==> src/rtl/alb_pkg.sv <==
package alb_pkg;
  localparam int MAX_SLOTS = 64;

  // isolate the least significant set bit
  function automatic logic [MAX_SLOTS-1:0] lowest_set(input logic [MAX_SLOTS-1:0] v);
    return v & (~v + 1'b1);
  endfunction
endpackage

==> src/rtl/alb_pick.sv <==
module alb_pick #(
  parameter int N = 16
) (
  input  logic [N-1:0] req,
  output logic [N-1:0] gnt,
  output logic         any
);
  import alb_pkg::*;
  logic [MAX_SLOTS-1:0] wide;

  always_comb begin
    wide = lowest_set(MAX_SLOTS'(req));
    gnt  = wide[N-1:0];
    any  = |req;
  end
endmodule

==> src/rtl/alb_entry.sv <==
module alb_entry #(
  parameter int TAG_W = 26,
  parameter int CNT_W = 6
) (
  input  logic             clk,
  input  logic             rst_n,
  input  logic             alloc,
  input  logic [TAG_W-1:0] tag_new,
  input  logic             inc,
  input  logic             dec,
  input  logic             mark,
  input  logic             clr,
  output logic [TAG_W-1:0] tag,
  output logic [CNT_W-1:0] cnt,
  output logic             pend
);
  always_ff @(posedge clk) begin
    if (!rst_n) begin
      tag  <= '0;
      cnt  <= '0;
      pend <= 1'b0;
    end else if (alloc) begin
      tag  <= tag_new;
      cnt  <= CNT_W'(1);
      pend <= 1'b0;
    end else begin
      cnt <= cnt + CNT_W'(inc) - CNT_W'(dec);
      if (mark)     pend <= 1'b1;
      else if (clr) pend <= 1'b0;
    end
  end


  cnt_ovf_chk: assert property (@(posedge clk) disable iff (!rst_n)
    (inc && !dec) |-> (cnt != '1));


  trl_undr_chk: assert property (@(posedge clk) disable iff (!rst_n)
    (dec && !inc) |-> (cnt != '0));


  rel_free_chk: assert property (@(posedge clk) disable iff (!rst_n)
    clr |=> (cnt == '0 && !pend));


  pend_keep_chk: assert property (@(posedge clk) disable iff (!rst_n)
    (pend && cnt != '0) |=> pend);
endmodule

==> src/rtl/ld_guard_buf.sv <==
module ld_guard_buf #(
  parameter int ADDR_W   = 32,
  parameter int OFF_BITS = 6,
  parameter int SLOTS    = 16,
  parameter int CNT_W    = 6
) (
  input  logic              clk,
  input  logic              rst_n,
  input  logic              ld_valid,
  output logic              ld_ready,
  input  logic [ADDR_W-1:0] ld_addr,
  input  logic              tr_valid,
  input  logic [ADDR_W-1:0] tr_addr,
  input  logic              ev_valid,
  input  logic [ADDR_W-1:0] ev_addr,
  output logic              ev_grant,
  output logic              rel_valid,
  output logic [ADDR_W-1:0] rel_addr
);
  localparam int TAG_W = ADDR_W - OFF_BITS;

  logic [TAG_W-1:0] ld_tag, tr_tag, ev_tag;
  logic [TAG_W-1:0] s_tag [SLOTS];
  logic [CNT_W-1:0] s_cnt [SLOTS];
  logic [SLOTS-1:0] s_pend, s_used, s_busy, s_full, s_relc;
  logic [SLOTS-1:0] ld_hit, tr_hit, ev_hit;
  logic [SLOTS-1:0] free_gnt, rel_gnt, alloc_v, inc_v, dec_v, mark_v;
  logic             free_any, rel_any, ld_fire, any_hit;
  logic [TAG_W-1:0] rel_tag;

  assign ld_tag = ld_addr[ADDR_W-1:OFF_BITS];
  assign tr_tag = tr_addr[ADDR_W-1:OFF_BITS];
  assign ev_tag = ev_addr[ADDR_W-1:OFF_BITS];

  genvar i;
  generate
    for (i = 0; i < SLOTS; i++) begin : g_slot
      assign s_busy[i] = (s_cnt[i] != '0);
      assign s_used[i] = s_busy[i] | s_pend[i];
      assign s_full[i] = (s_cnt[i] == '1);
      assign s_relc[i] = s_pend[i] & ~s_busy[i];
      assign ld_hit[i] = s_used[i] && (s_tag[i] == ld_tag);
      assign tr_hit[i] = s_used[i] && (s_tag[i] == tr_tag);
      assign ev_hit[i] = s_used[i] && (s_tag[i] == ev_tag);
      assign inc_v[i]  = ld_fire & ld_hit[i];
      assign alloc_v[i] = ld_fire & ~any_hit & free_gnt[i];
      assign dec_v[i]  = tr_valid & tr_hit[i];
      assign mark_v[i] = ev_valid & ev_hit[i] & s_busy[i];

      alb_entry #(.TAG_W(TAG_W), .CNT_W(CNT_W)) u_ent (
        .clk(clk), .rst_n(rst_n), .alloc(alloc_v[i]), .tag_new(ld_tag),
        .inc(inc_v[i]), .dec(dec_v[i]), .mark(mark_v[i]), .clr(rel_gnt[i]),
        .tag(s_tag[i]), .cnt(s_cnt[i]), .pend(s_pend[i]));
    end
  endgenerate

  alb_pick #(.N(SLOTS)) u_free (.req(~s_used), .gnt(free_gnt), .any(free_any));
  alb_pick #(.N(SLOTS)) u_rel  (.req(s_relc),  .gnt(rel_gnt),  .any(rel_any));

  assign any_hit = |ld_hit;

  // stall: counter saturated, block releasing now, or no room for a new block
  always_comb begin
    if (any_hit) ld_ready = ~|(ld_hit & (s_full | s_relc));
    else         ld_ready = free_any;
  end
  assign ld_fire  = ld_valid & ld_ready;
  assign ev_grant = ~|(ev_hit & s_busy);

  always_comb begin
    rel_tag = '0;
    for (int k = 0; k < SLOTS; k++)
      if (rel_gnt[k]) rel_tag = rel_tag | s_tag[k];
  end
  assign rel_valid = rel_any;
  assign rel_addr  = {rel_tag, {OFF_BITS{1'b0}}};


  tag_uniq_chk: assert property (@(posedge clk) disable iff (!rst_n)
    $onehot0(ld_hit));


  miss_grant_chk: assert property (@(posedge clk) disable iff (!rst_n)
    (ev_valid && !(|ev_hit)) |-> ev_grant);


  rel_single_chk: assert property (@(posedge clk) disable iff (!rst_n)
    $onehot0(rel_gnt));
endmodule

==> config.mk <==
export PLATFORM = sky130hd
export DESIGN_NAME = ld_guard_buf
export DESIGN_NICKNAME = d
export VERILOG_FILES = /design/src/rtl/alb_pkg.sv /design/src/rtl/alb_pick.sv /design/src/rtl/alb_entry.sv /design/src/rtl/ld_guard_buf.sv
export SDC_FILE = /design/constraint.sdc
export NUM_CORES = 2
export LEC_CHECK = 0
export BUFFER_PORTS_ARGS = -buffer_cell sky130_fd_sc_hd__buf_2
export CORE_MARGIN = 2
export CORE_UTILIZATION = 45
export CTS_BUF_LIST = sky130_fd_sc_hd__clkbuf_8
export DETAILED_ROUTE_END_ITERATION = 16
export PLACE_DENSITY_LB_ADDON = 0.2
export SYNTH_ARGS = -nofsm -noshare
export SYNTH_HDL_FRONTEND = slang
export SYNTH_SLANG_ARGS = --single-unit
==> constraint.sdc <==
create_clock -name clk -period 4.9 [get_ports clk]
set_clock_uncertainty 0.1 [all_clocks]
set_input_delay 0.245 -clock clk [delete_from_list [all_inputs] [get_ports clk]]
set_output_delay 0.245 -clock clk [all_outputs]
set_load 0.05 [all_outputs]
# Word level (Yosys, flattened, before mapping)
# Index checks and enable logic that the tools add are counted.
[word_totals] reg_bits=528 inputBits=101 out_inout_bits=35 word_cells=485
[classes] n_addsub=34 n_eq_ne=64 muxes=65 bitwise=155 reduce_logical=103
[op_table] cell="26-bit == test" count=48
[op_table] cell="26-bit two-way mux" count=16
[op_table] cell="26-bit OR" count=15
[op_table] cell="1-bit bitwise AND" count=98
[op_table] cell="6-bit by 1-bit adder with 6-bit output" count=16
[op_table] cell="6-bit == test (second input constant)" count=16
[op_table] cell="6-bit nonzero test" count=16
[op_table] cell="6-bit by 1-bit subtractor with 6-bit output" count=16
[op_table] cell="16-bit OR reduction" count=5
[op_table] cell="16-bit bitwise AND" count=4
[op_table] cell="1-bit two-way mux" count=49
[op_table] cell="1-bit logical AND" count=48
[op_table] cell="16-bit NOT" count=3
[op_table] cell="16-bit by 1-bit adder with 16-bit output (second input constant)" count=2
[op_table] cell="2-bit nonzero test" count=16
[op_table] cell="2-bit OR reduction" count=16
[op_table] cell="1-bit NOT" count=18
[op_table] cell="1-bit OR" count=16
[op_table] cell="16-bit OR" count=1
[op_table] cell="1-bit logical NOT" count=2

# Depth between registers and ports, before layout
[depth] depth_word=37 depth_mapped=23 mapped_depth_nobuf=22

# By module
# Synthesis repeated with hierarchy kept, for this count alone.
[hier_totals] cells_unflattened=4554 area_unflattened_um2=41588.6
[by_module_without_submodules] module="alb_entry" instances=16 cells_each=133 area_each_um2=1423.9
[by_module_without_submodules] module="ld_guard_buf" instances=1 cells_each=2370 area_each_um2=18413.9
[by_module_without_submodules] module="alb_pick" instances=2 cells_each=28 area_each_um2=196.4

# Least setup slack after synthesis
# OpenSTA, ideal clock, no wires.
[synth_path] path_type="register -> register" from="register g_slot[4].u_ent.cnt[2]" to="register g_slot[13].u_ent.cnt[4]" setup_ns=0.116 t_arrival_ns=4.147 required_ns=4.684 slack_ns=0.538 stages_incl_launch_ff=24 path_buffers=1 cell_sequence="dfxtp_1 -> inv_1 -> ha_1 -> and4bb_2 -> and2_1 -> nor4_1 -> nand3_1 -> nor4_1 -> or4_1 -> nor4_4 -> a311oi_2 -> clkbuf_1 -> nand2_1 -> ha_1 -> inv_1 -> ha_1 -> inv_1 -> fa_1 -> inv_1 -> a21oi_1 -> nor2_1 -> nor2_1 -> xnor2_1 -> and3_1"
[synth_between] elab_chain_len=12
[synth_rtl] item="start: declaration" line="alb_entry.sv:14" source="output logic [CNT_W-1:0] cnt,"
[synth_rtl] item="start signal: assignment" line="alb_entry.sv:27" source="cnt <= cnt + CNT_W'(inc) - CNT_W'(dec);"
[synth_rtl] item="6-bit nonzero test" line="ld_guard_buf.sv:38" source="assign s_busy[i] = (s_cnt[i] != '0);"
[synth_rtl] item="1-bit NOT" line="ld_guard_buf.sv:41" source="assign s_relc[i] = s_pend[i] & ~s_busy[i];"
[synth_rtl] item="1-bit bitwise AND" line="ld_guard_buf.sv:41"
[synth_rtl] item="16-bit OR" line="ld_guard_buf.sv:64" source="if (any_hit) ld_ready = ~|(ld_hit & (s_full | s_relc));"
[synth_rtl] item="16-bit bitwise AND" line="ld_guard_buf.sv:64"
[synth_rtl] item="16-bit OR reduction" line="ld_guard_buf.sv:64"
[synth_rtl] item="1-bit logical NOT" line="ld_guard_buf.sv:64"
[synth_rtl] item="1-bit two-way mux" line="ld_guard_buf.sv:64"
[synth_rtl] item="1-bit bitwise AND" line="ld_guard_buf.sv:67" source="assign ld_fire = ld_valid & ld_ready;"
[synth_rtl] item="1-bit bitwise AND, on equally long branches" line="ld_guard_buf.sv:45, ld_guard_buf.sv:46"
[synth_rtl] item="6-bit by 1-bit adder with 6-bit output or 1-bit bitwise AND (tied branches)" line="alb_entry.sv:27, ld_guard_buf.sv:46"
[synth_rtl] item="6-bit by 1-bit subtractor with 6-bit output or 2-bit OR reduction (tied branches)"
[synth_rtl] item="end signal: assignment" line="alb_entry.sv:27"
[synth_rtl] item="end: declaration" line="alb_entry.sv:14"
# Parallel ways exist; a longest one is shown, timed or not.
# A chain may end at the register's enable or synchronous reset.

# Worst setup path in the final report
[layout_path] from="register g_slot[1].u_ent.cnt[4]" to="output port rel_addr[19]"
[layout_between] elab_chain_len=35
[layout_rtl] item="start: declaration" line="alb_entry.sv:14"
[layout_rtl] item="start signal: assignment" line="alb_entry.sv:27"
[layout_rtl] item="6-bit nonzero test *" line="ld_guard_buf.sv:38"
[layout_rtl] item="1-bit NOT *" line="ld_guard_buf.sv:41"
[layout_rtl] item="1-bit bitwise AND *" line="ld_guard_buf.sv:41"
[layout_rtl] item="16-bit NOT" line="alb_pkg.sv:6" source="return v & (~v + 1'b1);"
[layout_rtl] item="16-bit by 1-bit adder with 16-bit output" line="alb_pkg.sv:6"
[layout_rtl] item="16-bit bitwise AND *" line="alb_pkg.sv:6"
[layout_rtl] item="26-bit two-way mux" line="ld_guard_buf.sv:73" source="if (rel_gnt[k]) rel_tag = rel_tag | s_tag[k];"
[layout_rtl] item="26-bit OR" line="ld_guard_buf.sv:73"
[layout_rtl] item="[... 19 more ...]"
[layout_rtl] item="26-bit OR" line="ld_guard_buf.sv:73"
[layout_rtl] item="26-bit two-way mux" line="ld_guard_buf.sv:73"
[layout_rtl] item="26-bit OR" line="ld_guard_buf.sv:73"
[layout_rtl] item="26-bit two-way mux" line="ld_guard_buf.sv:73"
[layout_rtl] item="26-bit OR" line="ld_guard_buf.sv:73"
[layout_rtl] item="26-bit two-way mux" line="ld_guard_buf.sv:73"
[layout_rtl] item="26-bit OR" line="ld_guard_buf.sv:73"
[layout_rtl] item="26-bit two-way mux *" line="ld_guard_buf.sv:73"
[layout_rtl] item="end: declaration" line="ld_guard_buf.sv:18" source="output logic [ADDR_W-1:0] rel_addr"
# Every way passes the cells marked *; elsewhere a longest branch is shown, timed or not.

==> results.json <==
{
  "synth_edf_count": 0,
  "grt_pass1_wl_mm": 301,
  "yosysMostFrequentCell": "xnor2_1",
  "tightest_slew_ps": 1280,
  "die-height_um": 308,
  "cts.sinks": 528,
  "syn_inst": 4994,
  "yosysWarnings": 0,
  "htreeDepth": 3,
  "fin_crit_sh_pct": 99.0,
  "power_switching_mw": 3.39,
  "gp_congestion": 1.14,
  "die-width_um": 308,
  "cp-start-kind": "flop",
  "status": "finished clean",
  "clkPwrFrac_pct": 41.4,
  "drt_pass1_iterations": 13,
  "synth.yosys.seq_area_share_pct": 25.5,
  "drc_errors": 0,
  "hold_ws_ps": 226,
  "seqPwrFrac_pct": 41.4,
  "routed_wl_mm": 224,
  "io_pins": 136,
  "fin_setup_tns_ps": 0,
  "max_freq_mhz": 206,
  "post-place-ws_ps": -452,
  "worstPathRequired_ps": 4550,
  "synth-main-ff-cell": "dfxtp_1",
  "fin_area_mm2": 0.0483,
  "maxSlewHeadroom_pct": 13.7,
  "path_clk_slew_ps": 60,
  "cts_tree": "yes",
  "p_comb_share_pct": 17.3,
  "min_path_type": "input port to flop",
  "finalSetupViolations": 0,
  "leakagePower_nw": 21.0,
  "die_area_mm2": 0.0946,
  "grt_overflow_total": 0,
  "synth_area_leaders": "dfxtp_1, xnor2_1, mux2i_1",
  "grt_max_degree": 107,
  "drt.antenna.violating_nets": 0,
  "p_int_mw": 7.16,
  "grtUsageTotal_pct": 46.0,
  "swShare_pct": 32.2,
  "drv_slew": 0,
  "port_buffers": 111,
  "drive_above_1_share_pct": 18.7,
  "crit_type": "flop to primary output",
  "async_reset_ff_share_pct": 0,
  "period_needed_ps": 4850,
  "vias": 40002,
  "post_drt_via_cell_ratio": 6.25,
  "cap_violations": 0,
  "worst_slack_ps": 50.0,
  "arrival_ps": 4510,
  "cp-end-kind": "primary output",
  "initial_core_util_pct": 45.3,
  "dr.first_iter.drc_count": 7537,
  "yosys.area.top_type_share_pct": 25.5,
  "syn_to_final_growth_pct": 16.5,
  "syn_avg_cell_area_um2": 8.30,
  "ir_drop_mv": 0.182,
  "yosys.area.top_type": "dfxtp_1",
  "finalCoreUtilization_pct": 52.8,
  "antenna_found_initial": 4,
  "core_area_mm2": 0.0915,
  "grt_pass1_vias": 36780,
  "synth_common_cells": "xnor2_1, nand2_1, dfxtp_1",
  "hpwl_mm": 178,
  "crit_fanout": 29,
  "ys_types": 60,
  "insertion_delay_ps": 810,
  "wire_per_inst_um": 34.9,
  "synth_area_mm2": 0.0415,
  "cts_buffer_depth": 3,
  "place_area_mm2": 0.0461,
  "cts_buffers": 101,
  "finalHoldViolations": 0,
  "clock-root-buffer": "clkbuf_8",
  "rows": 111,
  "fin_nets": 5420,
  "power_density_mw_per_mm2": 218,
  "synth-seq-cells": 528
}
==> state kept, by name (all words and copies together), names as in the netlist <==
| signal | flops |
|---|---|
| g_slot.u_ent.tag | 416 |
| g_slot.u_ent.cnt | 96 |
| g_slot.u_ent.pend | 16 |
==> through the flow <==
step	power, mW	cells
2_1_floorplan	5.37	4999
3_5_place_dp	6.14	6221
6_report	10.6	6402
4_1_cts	10.5	6398
3_3_place_gp	6.16	6221
5_1_grt	10.7	6401
==> logic make-up (layout without fill, tap and decap cells) <==
| kind of cell | after synthesis | in the layout | synth area share (%) |
|---|---|---|---|
| AO/OA/AOI/OAI | 315 | 315 | 5.82 |
| other | 1 | 8 | 0.00904 |
| AND/OR/NAND/NOR | 1338 | 1338 | 16.4 |
| adder cells (fa/ha/maj) | 176 | 176 | 5.60 |
| buffers and inverters | 908 | 1123 | 8.95 |
| flip-flops | 528 | 528 | 25.5 |
| multiplexers | 416 | 416 | 10.0 |
| XOR/XNOR | 1312 | 1312 | 27.7 |
==> area by class of cell <==
class,count,area (um2)
Multi-Input combinational cell,3563,27500
Timing Repair Buffer,780,6200
Antenna cell,2,5.00
Sequential cell,528,10600
Clock inverter,58,320
Fill cell,8821,43200
Inverter,169,634
Clock buffer,116,1600
Tap cell,1186,1480
==> routing by layer <==
metal | wire length [um] | GRT usage (%) | up-vias
met5 | 115 | 0.775 | -
met4 | 13200 | 21.9 | 6
met3 | 39100 | 24.0 | 613
met2 | 79800 | 57.5 | 3391
met1 | 91500 | 63.2 | 19093
li1 | - | - | 16899
==> final timing paths <==
check	slack (ps)	depth (start not counted)	end	from
setup / recovery	50	13	rel_addr[19]	g_slot[1].u_ent.cnt[4]$_SDFF_PP0_
hold / removal	230	4	g_slot[14].u_ent.tag[14]$_SDFFE_PN0P_	ld_addr[20]
setup reg to reg	110	20	g_slot[2].u_ent.cnt[5]$_SDFF_PP0_	g_slot[0].u_ent.tag[1]$_SDFFE_PN0P_
hold reg to reg	440	2	g_slot[0].u_ent.pend$_SDFFE_PP0P_	g_slot[0].u_ent.pend$_SDFFE_PP0P_
==> layout by cell type, fill, tap and decap left out, drive strengths merged, types with 150 or more instances in the layout <==
cell type,instances
nor4,150
inv,213
dfxtp,528
xnor2,892
nand2,586
xor2,420
ha,160
mux2i,416
nand4,278
buf,776
==> worst max-delay path, stage by stage, from the launching register on <==
cell,delay [ps]
dfxtp_1,310
inv_1,80
ha_1,170
and4bb_2,340
and2_1,220
buf_8,270
nor2_2,50
buf_4,250
a221o_1,360
o21ai_0,260
nand4_1,410
a211oi_1,590
nand2_1,140
buf_2,250
==> timing repair <==
action	4_1_cts	5_1_grt
hold buffers	3	0
gates resized for setup	4	45
setup buffers	0	2
hold endpoints to repair	93	0
setup endpoints to repair	58	65
pin swaps	0	6
==> power by group through the flow <==
| stage | logic, mW | registers [mW] | clock network, mW |
|---|---|---|---|
| after global routing | 1.80 | 4.37 | 4.59 |
| after floorplan | 0.929 | 4.44 | 0 |
| after global placement | 1.70 | 4.46 | 0 |
| after detailed placement | 1.69 | 4.45 | 0 |
| final | 1.82 | 4.37 | 4.37 |
| after CTS | 1.70 | 4.36 | 4.41 |
No activity file was read; power rests on OpenSTA's default activity.
